File: src/rtl/scl_rate_pkg.sv
package scl_rate_pkg;
  localparam int DIV_W      = 3;
  localparam int SMP_W      = 3;
  localparam int STP_W      = 6;
  localparam int HS_STP_W   = 3;
  localparam int REG_W      = 16;
  localparam int TM_SMP_LSB = 8;
  localparam int TM_STP_LSB = 0;
  localparam int HS_SMP_LSB = 12;
  localparam int HS_STP_LSB = 8;
  localparam int HS_EN_W    = 2;
  localparam logic [HS_EN_W-1:0] HS_EN_CODE = '1;

  typedef struct packed {
    logic [DIV_W-1:0] div_m1;
    logic [SMP_W-1:0] smp_m1;
    logic [STP_W-1:0] stp_m1;
  } rate_cfg_t;
endpackage

File: src/rtl/scl_cfg_sel.sv
module scl_cfg_sel
  import scl_rate_pkg::*;
(
  input  logic             clk,
  input  logic             rst,
  input  logic             load,
  input  logic [DIV_W-1:0] div_m1_i,
  input  logic [REG_W-1:0] timing_i,
  input  logic [REG_W-1:0] hs_i,
  input  logic             hs_sel_i,
  output rate_cfg_t        act_o,
  output logic             hs_act_o
);
  localparam logic [REG_W-1:0] TM_MASK =
    REG_W'(((1 << SMP_W) - 1) << TM_SMP_LSB) | REG_W'(((1 << STP_W) - 1) << TM_STP_LSB);
  localparam logic [REG_W-1:0] HS_MASK =
    REG_W'(((1 << SMP_W) - 1) << HS_SMP_LSB) | REG_W'(((1 << HS_STP_W) - 1) << HS_STP_LSB) |
    REG_W'((1 << HS_EN_W) - 1);

  logic      hs_go;
  rate_cfg_t nxt;
  logic      unused_bits;

  assign unused_bits = ^{timing_i & ~TM_MASK, hs_i & ~HS_MASK};

  always_comb begin
    hs_go      = hs_sel_i && (hs_i[HS_EN_W-1:0] == HS_EN_CODE);
    nxt.div_m1 = div_m1_i;
    if (hs_go) begin
      nxt.smp_m1 = hs_i[HS_SMP_LSB +: SMP_W];
      nxt.stp_m1 = STP_W'(hs_i[HS_STP_LSB +: HS_STP_W]);
    end else begin
      nxt.smp_m1 = timing_i[TM_SMP_LSB +: SMP_W];
      nxt.stp_m1 = timing_i[TM_STP_LSB +: STP_W];
    end
  end

  always_ff @(posedge clk) begin
    if (rst) begin
      act_o    <= '0;
      hs_act_o <= 1'b0;
    end else if (load) begin
      act_o    <= nxt;
      hs_act_o <= hs_go;
    end
  end

  // the active setting only moves on a load
  assert_cfg_hold_R7: assert property (@(posedge clk) disable iff (rst)
    !load |=> $stable(act_o) && $stable(hs_act_o));
endmodule

File: src/rtl/scl_prediv.sv
module scl_prediv
  import scl_rate_pkg::*;
(
  input  logic             clk,
  input  logic             rst,
  input  logic             run,
  input  logic [DIV_W-1:0] div_m1,
  output logic             tick
);
  logic [DIV_W-1:0] cnt;

  always_ff @(posedge clk) begin
    if (rst || !run)          cnt <= '0;
    else if (cnt == div_m1)   cnt <= '0;
    else                      cnt <= cnt + DIV_W'(1);
  end

  assign tick = run && (cnt == div_m1);

  assert_prediv_range_R3: assert property (@(posedge clk) disable iff (rst)
    cnt <= div_m1);
  assert_prediv_idle_R2: assert property (@(posedge clk) disable iff (rst)
    !run |=> cnt == '0);
endmodule

File: src/rtl/scl_pair_cnt.sv
module scl_pair_cnt
  import scl_rate_pkg::*;
(
  input  logic             clk,
  input  logic             rst,
  input  logic             run,
  input  logic             adv,
  input  logic [SMP_W-1:0] smp_m1,
  input  logic [STP_W-1:0] stp_m1,
  output logic             stb_w,
  output logic             half_w
);
  logic [STP_W-1:0] step;
  logic [SMP_W-1:0] smp;

  assign stb_w  = adv && (step == stp_m1);
  assign half_w = stb_w && (smp == smp_m1);

  always_ff @(posedge clk) begin
    if (rst || !run) begin
      step <= '0;
      smp  <= '0;
    end else if (adv) begin
      if (step == stp_m1) begin
        step <= '0;
        smp  <= (smp == smp_m1) ? '0 : smp + SMP_W'(1);
      end else begin
        step <= step + STP_W'(1);
      end
    end
  end

  assert_step_range_R3: assert property (@(posedge clk) disable iff (rst)
    step <= stp_m1 && smp <= smp_m1);
  assert_pair_idle_R2: assert property (@(posedge clk) disable iff (rst)
    !run |=> step == '0 && smp == '0);
endmodule

File: src/rtl/scl_rate_gen.sv
module scl_rate_gen
  import scl_rate_pkg::*;
(
  input  logic             clk,
  input  logic             rst,
  input  logic             en,
  input  logic [DIV_W-1:0] div_m1,
  input  logic [REG_W-1:0] timing_cfg,
  input  logic [REG_W-1:0] hs_cfg,
  input  logic             hs_sel,
  output logic             half_tick,
  output logic             sample_stb,
  output logic             hs_mode
);
  rate_cfg_t act;
  logic      pre_tick;
  logic      stb_w;
  logic      half_w;
  logic      load;

  // reload while idle, or exactly at the close of a half period
  assign load = !en || half_w;

  scl_cfg_sel u_sel (
    .clk(clk), .rst(rst), .load(load),
    .div_m1_i(div_m1), .timing_i(timing_cfg), .hs_i(hs_cfg), .hs_sel_i(hs_sel),
    .act_o(act), .hs_act_o(hs_mode)
  );

  scl_prediv u_pre (
    .clk(clk), .rst(rst), .run(en), .div_m1(act.div_m1), .tick(pre_tick)
  );

  scl_pair_cnt u_pair (
    .clk(clk), .rst(rst), .run(en), .adv(pre_tick),
    .smp_m1(act.smp_m1), .stp_m1(act.stp_m1),
    .stb_w(stb_w), .half_w(half_w)
  );

  always_ff @(posedge clk) begin
    if (rst) begin
      half_tick  <= 1'b0;
      sample_stb <= 1'b0;
    end else begin
      half_tick  <= half_w;
      sample_stb <= stb_w;
    end
  end

  assert_half_has_stb_R4: assert property (@(posedge clk) disable iff (rst)
    half_tick |-> sample_stb);
  assert_idle_quiet_R2: assert property (@(posedge clk) disable iff (rst)
    !en |=> !half_tick && !sample_stb);
  assert_reset_clear_R1: assert property (@(posedge clk)
    rst |=> !half_tick && !sample_stb && !hs_mode);
endmodule

File: config.mk
export PLATFORM = sky130hd
export DESIGN_NAME = scl_rate_gen
export DESIGN_NICKNAME = d
export VERILOG_FILES = /design/src/rtl/scl_rate_pkg.sv /design/src/rtl/scl_cfg_sel.sv /design/src/rtl/scl_prediv.sv /design/src/rtl/scl_pair_cnt.sv /design/src/rtl/scl_rate_gen.sv
export SDC_FILE = /design/constraint.sdc
export NUM_CORES = 1
export LEC_CHECK = 0
export CORE_MARGIN = 2
export CORE_UTILIZATION = 35
export DETAILED_ROUTE_END_ITERATION = 8
export HOLD_SLACK_MARGIN = 0.03
export SKIP_LAST_GASP = 1
export SYNTH_ARGS = -nofsm -noshare
export SYNTH_HDL_FRONTEND = slang
export SYNTH_SLANG_ARGS = --single-unit
File: constraint.sdc
create_clock -name clk -period 4.9 [get_ports clk]
set_input_delay 0.98 -clock clk [delete_from_list [all_inputs] [get_ports clk]]
set_output_delay 0.98 -clock clk [all_outputs]
set_load 0.1 [all_outputs]
==> results of run 1 <==
-- worst paths after layout --
kind | startpoint | to | slack, ns | depth (start not counted)
max | u_sel.hs_act_o | hs_mode | 2.18 | 1
min reg2reg | u_pre.cnt[0] | u_pre.cnt[0] | 0.50 | 1
max reg2reg | u_pair.smp[0] | u_sel.hs_act_o | 2.84 | 6
min | u_pre.cnt[0] | u_pre.cnt[0] | 0.50 | 1
-- through the flow --
step / area [sq um] / worst slack, ns
after floorplan: 1324 / 2.833
after global placement: 1635 / 2.102
after detailed placement: 1635 / 2.058
after CTS: 1682 / 2.167
after global routing: 1682 / 2.143
final: 1682 / 2.182
-- metal layers --
layer	wire length [um]	share of wire [%]	track usage (%)
met5	0	0	0
met4	26	1.0	3.906
met3	95	3.8	4.110
met2	1175	47	21.30
met1	1202	48	15.57
-- area by class of cell --
| cell class | count | area (sq um) | share of cell area [%] |
|---|---|---|---|
| Multi-Input combinational cell | 99 | 740.7 | 44.05 |
| Sequential cell | 27 | 540.5 | 32.14 |
| Timing Repair Buffer | 27 | 267.8 | 15.92 |
| Tap cell | 48 | 60.06 | 3.571 |
| Clock buffer | 3 | 41.29 | 2.455 |
| Inverter | 7 | 26.28 | 1.563 |
| Clock inverter | 1 | 5.005 | 0.2976 |
-- placed cells by master (no fill, tap or decap), types with 2 or more instances in the layout --
master,instances
sky130_fd_sc_hd__or2_2,3
sky130_fd_sc_hd__xor2_1,2
sky130_fd_sc_hd__or3_1,3
sky130_fd_sc_hd__and3_2,2
sky130_fd_sc_hd__nor2_1,18
sky130_fd_sc_hd__ha_1,3
sky130_fd_sc_hd__o22ai_1,2
sky130_fd_sc_hd__a211oi_2,6
sky130_fd_sc_hd__nand3_1,9
sky130_fd_sc_hd__nand4_1,3
sky130_fd_sc_hd__clkbuf_8,3
sky130_fd_sc_hd__nor3_1,2
sky130_fd_sc_hd__xnor2_1,11
sky130_fd_sc_hd__o21ai_0,2
sky130_fd_sc_hd__inv_1,7
sky130_fd_sc_hd__clkdlybuf4s50_1,26
sky130_fd_sc_hd__nand2_1,5
sky130_fd_sc_hd__mux2i_1,10
sky130_fd_sc_hd__dfxtp_1,27
sky130_fd_sc_hd__a21oi_1,6
sky130_fd_sc_hd__xnor2_2,3
-- cell families (layout without fill, tap and decap cells) --
family | Yosys count | in the layout | share of synthesized area, %
multiplexers | 10 | 10 | 7.562
XOR/XNOR | 16 | 16 | 12.29
buffers and inverters | 12 | 38 | 4.064
AND/OR/NAND/NOR | 50 | 50 | 19.38
adder cells (fa/ha/maj) | 3 | 3 | 2.836
AO/OA/AOI/OAI | 20 | 20 | 13.04
flip-flops | 27 | 27 | 40.83
-- registers in the layout, summed over array words and instances, names as in the netlist --
| name | cells |
|---|---|
| half_tick | 1 |
| u_sel.hs_act_o | 1 |
| u_pair.smp | 3 |
| u_pair.step | 6 |
| sample_stb | 1 |
| u_sel.act_o | 12 |
| u_pre.cnt | 3 |
-- power breakdown --
| part | internal [W] | total, W | switching (W) |
|---|---|---|---|
| sequential | 0.000231 | 0.000241 | 0.0000103 |
| combinational | 0.0000480 | 0.0000998 | 0.0000518 |
| clock | 0.0000571 | 0.000127 | 0.0000698 |
| total | 0.000336 | 0.000468 | 0.000132 |
==> reports/results.env, run 1 <==
OUTCOME='finished, final reports clean'
SYNTH_ENABLE_FLOP_CELLS=0
WORST_CLOCK_SKEW_NS=0.006428
SETUP_VIOL_COUNT_FINAL=0
FIN_CRIT_NS=2.718
SYNTH_CELLS=138
CLOCK_TREE.HTREE_LEVEL_COUNT=1
CTS_BUFFERS=3
INITIAL_UTILIZATION_PCT=36.16
CLK-INSERTION-DELAY-LATE_NS=0.28
FINALWEIGHTEDCONGESTION=0.7285
MAX_FREQ_MHz=368.0
POWER_DENS_CELLS_nW_PER_UM2=278.3
YOSYSSEQAREASHARE_PCT=40.83
CRIT_CHAIN='clkdlybuf4s50_1'
SYNTH_TOP_CELL_BY_AREA='sky130_fd_sc_hd__dfxtp_1'
CTS_MAX_PATH_BUFFERS=2
FILL_CELLS=359
FINAL_CELLS=212
FLOORPLAN.DIE.WIDTH_UM=65.50
POST_CTS_RESIZE_COUNT=0
NETLIST_AREA_SQ_UM=1324
GLOBAL_ROUTE_WIRE_LENGTH_BEFORE_REPAIR_MM=4.195
CTS.SINK_COUNT=27
BOUNDARYPINS=42
AVERAGE_WIRE_PER_CELL_IN_THE_ROUTED_DESIGN_UM=11.79
MAPPEDNETLISTNETS=180
VIAS_PER_CELL=4.807
NETLIST_TOP_CELLS_COUNT='27 x sky130_fd_sc_hd__dfxtp_1, 18 x sky130_fd_sc_hd__nor2_1, 11 x sky130_fd_sc_hd__xnor2_1'
RSZ0062_AT_GRT='no'
START_KIND='flop'
CAP_VIOLATIONS=0
SYNTHFLOPTYPE='sky130_fd_sc_hd__dfxtp_1'
VIAS=1019
SYNTH-SEQ-CELLS=27
WORST_SLEW_MARGIN_REL_PCT=35.38
CRITICAL_PATH_S_SLOWEST_CELL='sky130_fd_sc_hd__clkdlybuf4s50_1'
POSTCTSHOLDBUFS=0
FLOORPLAN_CORE_AREA_SQ_UM=3661
OVERFLOW=0
DP_HPWL_MM=1.923
DRCVIOLATIONCOUNT=0
SYNTH_TOP_CELL_AREA_SHARE_PCT=40.83
CLK_TRANSITION_REPORTED_PATHS_NS=0.09
ANTENNA_CELLS=0
FINAL_MIN_PERIOD_OVER_CLOCK_PERIOD_PCT=55.46
WORST-ENDPOINT-REQUIRED_NS=3.92
CP.BUFFERS_INVERTERS=1
POSTROUTEWIRELENGTH_MM=2.499
WORST_SETUP_PATH_END_KIND='primary output'
GRT_PASS1_VIAS=948
POWER.TOTAL_W=0.0004680
DETAILEDROUTE.FIRSTPASSITERATIONCOUNT=4
PORTBUFFERS=26
TOTAL_LEAKAGE_POWER_nW=0.6450
SYNTH_CELL_TYPE_COUNT=31
YOSYSMOSTFREQUENTCELL='sky130_fd_sc_hd__dfxtp_1'
HOLDCRITPATHCLASS='flop to flop'
ROW_COUNT=22
SYNTH_TOP_CELLS_BY_AREA='sky130_fd_sc_hd__dfxtp_1 41%, sky130_fd_sc_hd__mux2i_1 7.6%, sky130_fd_sc_hd__xnor2_1 7.3%'
FINAL_ANTENNA_NET_COUNT=0
VDD.IR_DROP.WORST_uV=146.1
FLOORPLAN.DIE.HEIGHT_UM=65.50
FIN_HOLD_WS_NS=0.4995
LAYOUT_OVERHEAD_ON_THE_SYNTHESIZED_AREA_PCT=27.03
ARRIVAL_NS=1.74
ANTENNA_FOUND_INITIAL=0
FIN_SETUP_TNS_NS=0
FINAL_CORE_UTIL_PCT=45.93
PLACE.DETAILED.INSTANCES=208
REPORT.FINAL.SLEW_VIOL_COUNT=0
YOSYSWARNINGCOUNT=0
POST_SYNTH.CELL_AREA_AVG_SQ_UM=9.593
KIND_OF_CELL_ADDING_THE_MOST_DELAY_TO_THE_CRITICAL_PATH='buffers and inverters'
TRITONCTS='yes'
GRT_START_MAX_NET_PINS=20
NUM-NETS-FINAL=207
GLOBALROUTETOTALUTIL_PCT=12.74
WORST_PIN_SLEW_NS=0.9663
FINALHOLDVIOLATIONS=0
POST_ROUTE_CELLS_DRIVE_ABOVE_1_SHARE_PCT=14.63
FP.DIEAREA_SQ_UM=4290
DR.FIRST_ITER.DRC_COUNT=26
SYNTH-ASYNC-RESET-RATIO_PCT=0
CTS_ROOT_BUF='sky130_fd_sc_hd__clkbuf_8'
CLASSIFICATION_OF_THE_WORST_SETUP_PATH='flop to primary output'
WORST_PATH_LARGEST_CELL_DELAY_NS=1.13
CRITICAL_PATH_FANOUTS_MAX=2
CTS_SETUP_BUFFERS=0
No activity file was read; power rests on OpenSTA's default activity.
==> run 2, diff against run 1 <==
PLACE_DENSITY = 0.66   (was unset)
clock period = 2.5 ns   (was 4.9 ns; I/O delays follow)
==> run 2 against run 1 <==
Global-route usage up 0.37 points. Via count is 1.5% higher. Combinational power is 100% higher. Worst setup slack got worse by 1.6 ns. Hold slack gained 0.0035 ns. Die area is the same. Clock power increased by 95%. First-iteration DRC count is 12% lower. Wire length increased by 4.1%. Critical path depth rose by 4. Largest power group unchanged. Sequential cell count stayed put.
==> reports/results.env, run 2 (synthesis results as in run 1) <==
OUTCOME='finished, final reports clean'
BIGGESTREGSBYFLOPS='u_sel.act_o: 12 flops, u_pair.step: 6 flops'
CTS_SETUP_BUFFERS=0  # unchanged
VIAS=1034  # +1.5%
ANTENNA_FOUND_INITIAL=0  # unchanged
CRITICAL_PATH.REG2REG.STARTPOINT='u_pair.step[0]'
GRT_PASS1_VIAS=1040  # +9.7%
TRITONCTS='yes'
SETUP_VIOL_COUNT_FINAL=0  # unchanged
GRT_START_MAX_NET_PINS=18  # -10%
POWER.SEQUENTIAL.FRACTION_PCT=51.4  # -0.2 points
INITIAL_UTILIZATION_PCT=36.16  # unchanged
WORST_SETUP_PATH_END_KIND='flop'
SWSHARE_PCT=28.17  # about the same
PORTBUFFERS=26  # unchanged
POST_ROUTE_CELLS_DRIVE_ABOVE_1_SHARE_PCT=17.96  # +3.3 points
WORST_PATH_LARGEST_CELL_DELAY_NS=0.64  # -0.49 ns
POWER_DENS_CELLS_nW_PER_UM2=543.2  # +95%
ROW_COUNT=22  # unchanged
POSTCTSHOLDBUFS=0  # unchanged
LARGEST_REGISTER='u_sel.act_o'
POST_CTS_RESIZE_COUNT=0  # unchanged
CTS_MAX_PATH_BUFFERS=2  # unchanged
MOSTFREQUENTLAYOUTCELLS='27 x sky130_fd_sc_hd__dfxtp_1, 23 x sky130_fd_sc_hd__clkdlybuf4s50_1, 18 x sky130_fd_sc_hd__nor2_1, 11 x sky130_fd_sc_hd__xnor2_1, 10 x sky130_fd_sc_hd__mux2i_1'
BOUNDARYPINS=42  # unchanged
DR.FIRST_ITER.DRC_COUNT=23  # -12%
FINALHOLDVIOLATIONS=0  # unchanged
CRITICAL_PATH_S_SLOWEST_CELL='sky130_fd_sc_hd__or4_1'
REPORT.FINAL.SLEW_VIOL_COUNT=0  # unchanged
CRITICAL_PATH_FANOUTS_MAX=7  # +5
DETAILEDROUTE.FIRSTPASSITERATIONCOUNT=4  # unchanged
ANTENNA_CELLS=0  # unchanged
WORST_PIN_SLEW_NS=0.7196  # -0.2467 ns
GLOBAL_ROUTE_WIRE_LENGTH_BEFORE_REPAIR_MM=4.402  # +4.9%
CLOCK_TREE.HTREE_LEVEL_COUNT=1  # unchanged
RSZ0062_AT_GRT='no'
WORSTHOLDSTART='u_pre.cnt[0]'
NUM-NETS-FINAL=210  # +1.4%
POSTPLACECELLAREA_SQ_UM=1650  # +0.92%
CTS_ROOT_BUF='sky130_fd_sc_hd__clkbuf_8'
FILL_CELLS=362  # +0.84%
AVERAGE_WIRE_PER_CELL_IN_THE_ROUTED_DESIGN_UM=12.10  # +2.7%
P_CLK_SHARE_PCT=27.0  # about the same
LAYOUT.CELLS.MOST_COMMON='sky130_fd_sc_hd__dfxtp_1'
FINALWEIGHTEDCONGESTION=0.7383  # +1.3%
CLK-INSERTION-DELAY-LATE_NS=0.27  # about the same
FLOORPLAN_CORE_AREA_SQ_UM=3661  # unchanged
LARGEST_REGISTER_FF_COUNT=12  # unchanged
FIN_CRIT_NS=1.886
FINAL_CORE_UTIL_PCT=46.34  # +0.41 points
SWITCHING_POWER_SUMMED_OVER_ALL_NETS_W=0.0002596  # +97%
GLOBALROUTETOTALUTIL_PCT=13.11  # +0.37 points
CLASSIFICATION_OF_THE_WORST_SETUP_PATH='primary input to flop'
WORST_SLEW_MARGIN_REL_PCT=51.61  # +16 points
DP_HPWL_MM=2.051  # +6.6%
FIN_HOLD_WS_NS=0.5029  # +0.003460 ns
POWER.SHARE.COMBINATIONAL_PCT=21.7  # +0.4 points
DRCVIOLATIONCOUNT=0  # unchanged
CTS.SINK_COUNT=27  # unchanged
FINAL_ANTENNA_NET_COUNT=0  # unchanged
ARRIVAL_NS=2.10  # +0.36 ns
CRIT_CHAIN='clkdlybuf4s50_1 > inv_1 > or4_1 > or2_1 > a21oi_2'
WORST_CLOCK_SKEW_NS=0.003935  # -0.002493 ns
POWER.TOTAL_W=0.0009215  # +97%
FP.DIEAREA_SQ_UM=4290  # unchanged
VDD.IR_DROP.WORST_uV=408.2  # +180%
MAX_FREQ_MHz=530.3
CAP_VIOLATIONS=0  # unchanged
CELL_INT_POWER_W=0.0006619  # +97%
TOTAL_LEAKAGE_POWER_nW=0.6654  # +3.2%
START_KIND='primary input'
CTS_BUFFERS=3  # unchanged
LAYOUT_OVERHEAD_ON_THE_SYNTHESIZED_AREA_PCT=28.17
FIN_SETUP_TNS_NS=0  # unchanged
FLOORPLAN.DIE.WIDTH_UM=65.50  # unchanged
FIN_AREA_SQ_UM=1697  # +0.89%
FINAL_MIN_PERIOD_OVER_CLOCK_PERIOD_PCT=75.43
FLOORPLAN.DIE.HEIGHT_UM=65.50  # unchanged
CLK_TRANSITION_REPORTED_PATHS_NS=0.09  # about the same
VIAS_PER_CELL=4.809  # about the same
WORST-ENDPOINT-REQUIRED_NS=2.72  # -1.20 ns
POSTROUTEWIRELENGTH_MM=2.602  # +4.1%
STARTPOINT='en'
HOLDCRITPATHCLASS='flop to flop'
OVERFLOW=0  # unchanged
==> run 2: cell count changes in the layout (fill, tap and decap cells not counted), sizes merged <==
cell	before	now
clkdlybuf4s50	26	23
buf	1	7
==> run 2: worst paths after layout <==
check / end / slack, ns / cells past startpoint
worst max register to register: u_pair.smp[1] / 0.62 / 5
worst max-delay path: u_pair.smp[1] / 0.61 / 5
worst min register to register: u_pre.cnt[0] / 0.50 / 1
worst min-delay path: u_pre.cnt[0] / 0.50 / 1
==> run 2: critical path: cells and delay by family <==
family,cells,cell delay (ns)
AND/OR/NAND/NOR,2,0.93
buffers and inverters,2,0.55
AO/OA/AOI/OAI,1,0.12
==> run 2: stage by stage <==
step	setup slack, ns	std cells
final	0.6143	215
after global routing	0.4763	215
after CTS	0.6080	215
after detailed placement	0.3234	211
after global placement	0.3220	211
after floorplan	0.8267	138
==> run 2: layout make-up <==
class	instances	area (sq um)	share of cell area (%)
clock inverter	1	5.005	0.2950
timing repair buffer	30	282.8	16.67
inverter	7	26.28	1.549
tap	48	60.06	3.540
clock buffer	3	41.29	2.434
multi-input combinational	99	740.7	43.66
sequential	27	540.5	31.86
==> run 2: power by group through the flow <==
stage	clock, W	combinational (W)	sequential, W
4_1_cts	0.000258	0.000202	0.000474
3_3_place_gp	0	0.000196	0.000482
5_1_grt	0.000273	0.000220	0.000477
3_5_place_dp	0	0.000202	0.000483
2_1_floorplan	0	0.000121	0.000491
6_report	0.000248	0.000200	0.000473
==> run 2: per-layer routing <==
layer / vias up / global-route usage [%] / wire length [um]
met3: 3 / 4.110 / 164
li1: 532 / - / -
met2: 23 / 25.00 / 1278
met4: 0 / 1.563 / 10
met1: 476 / 14.51 / 1149
met5: - / 0 / 0
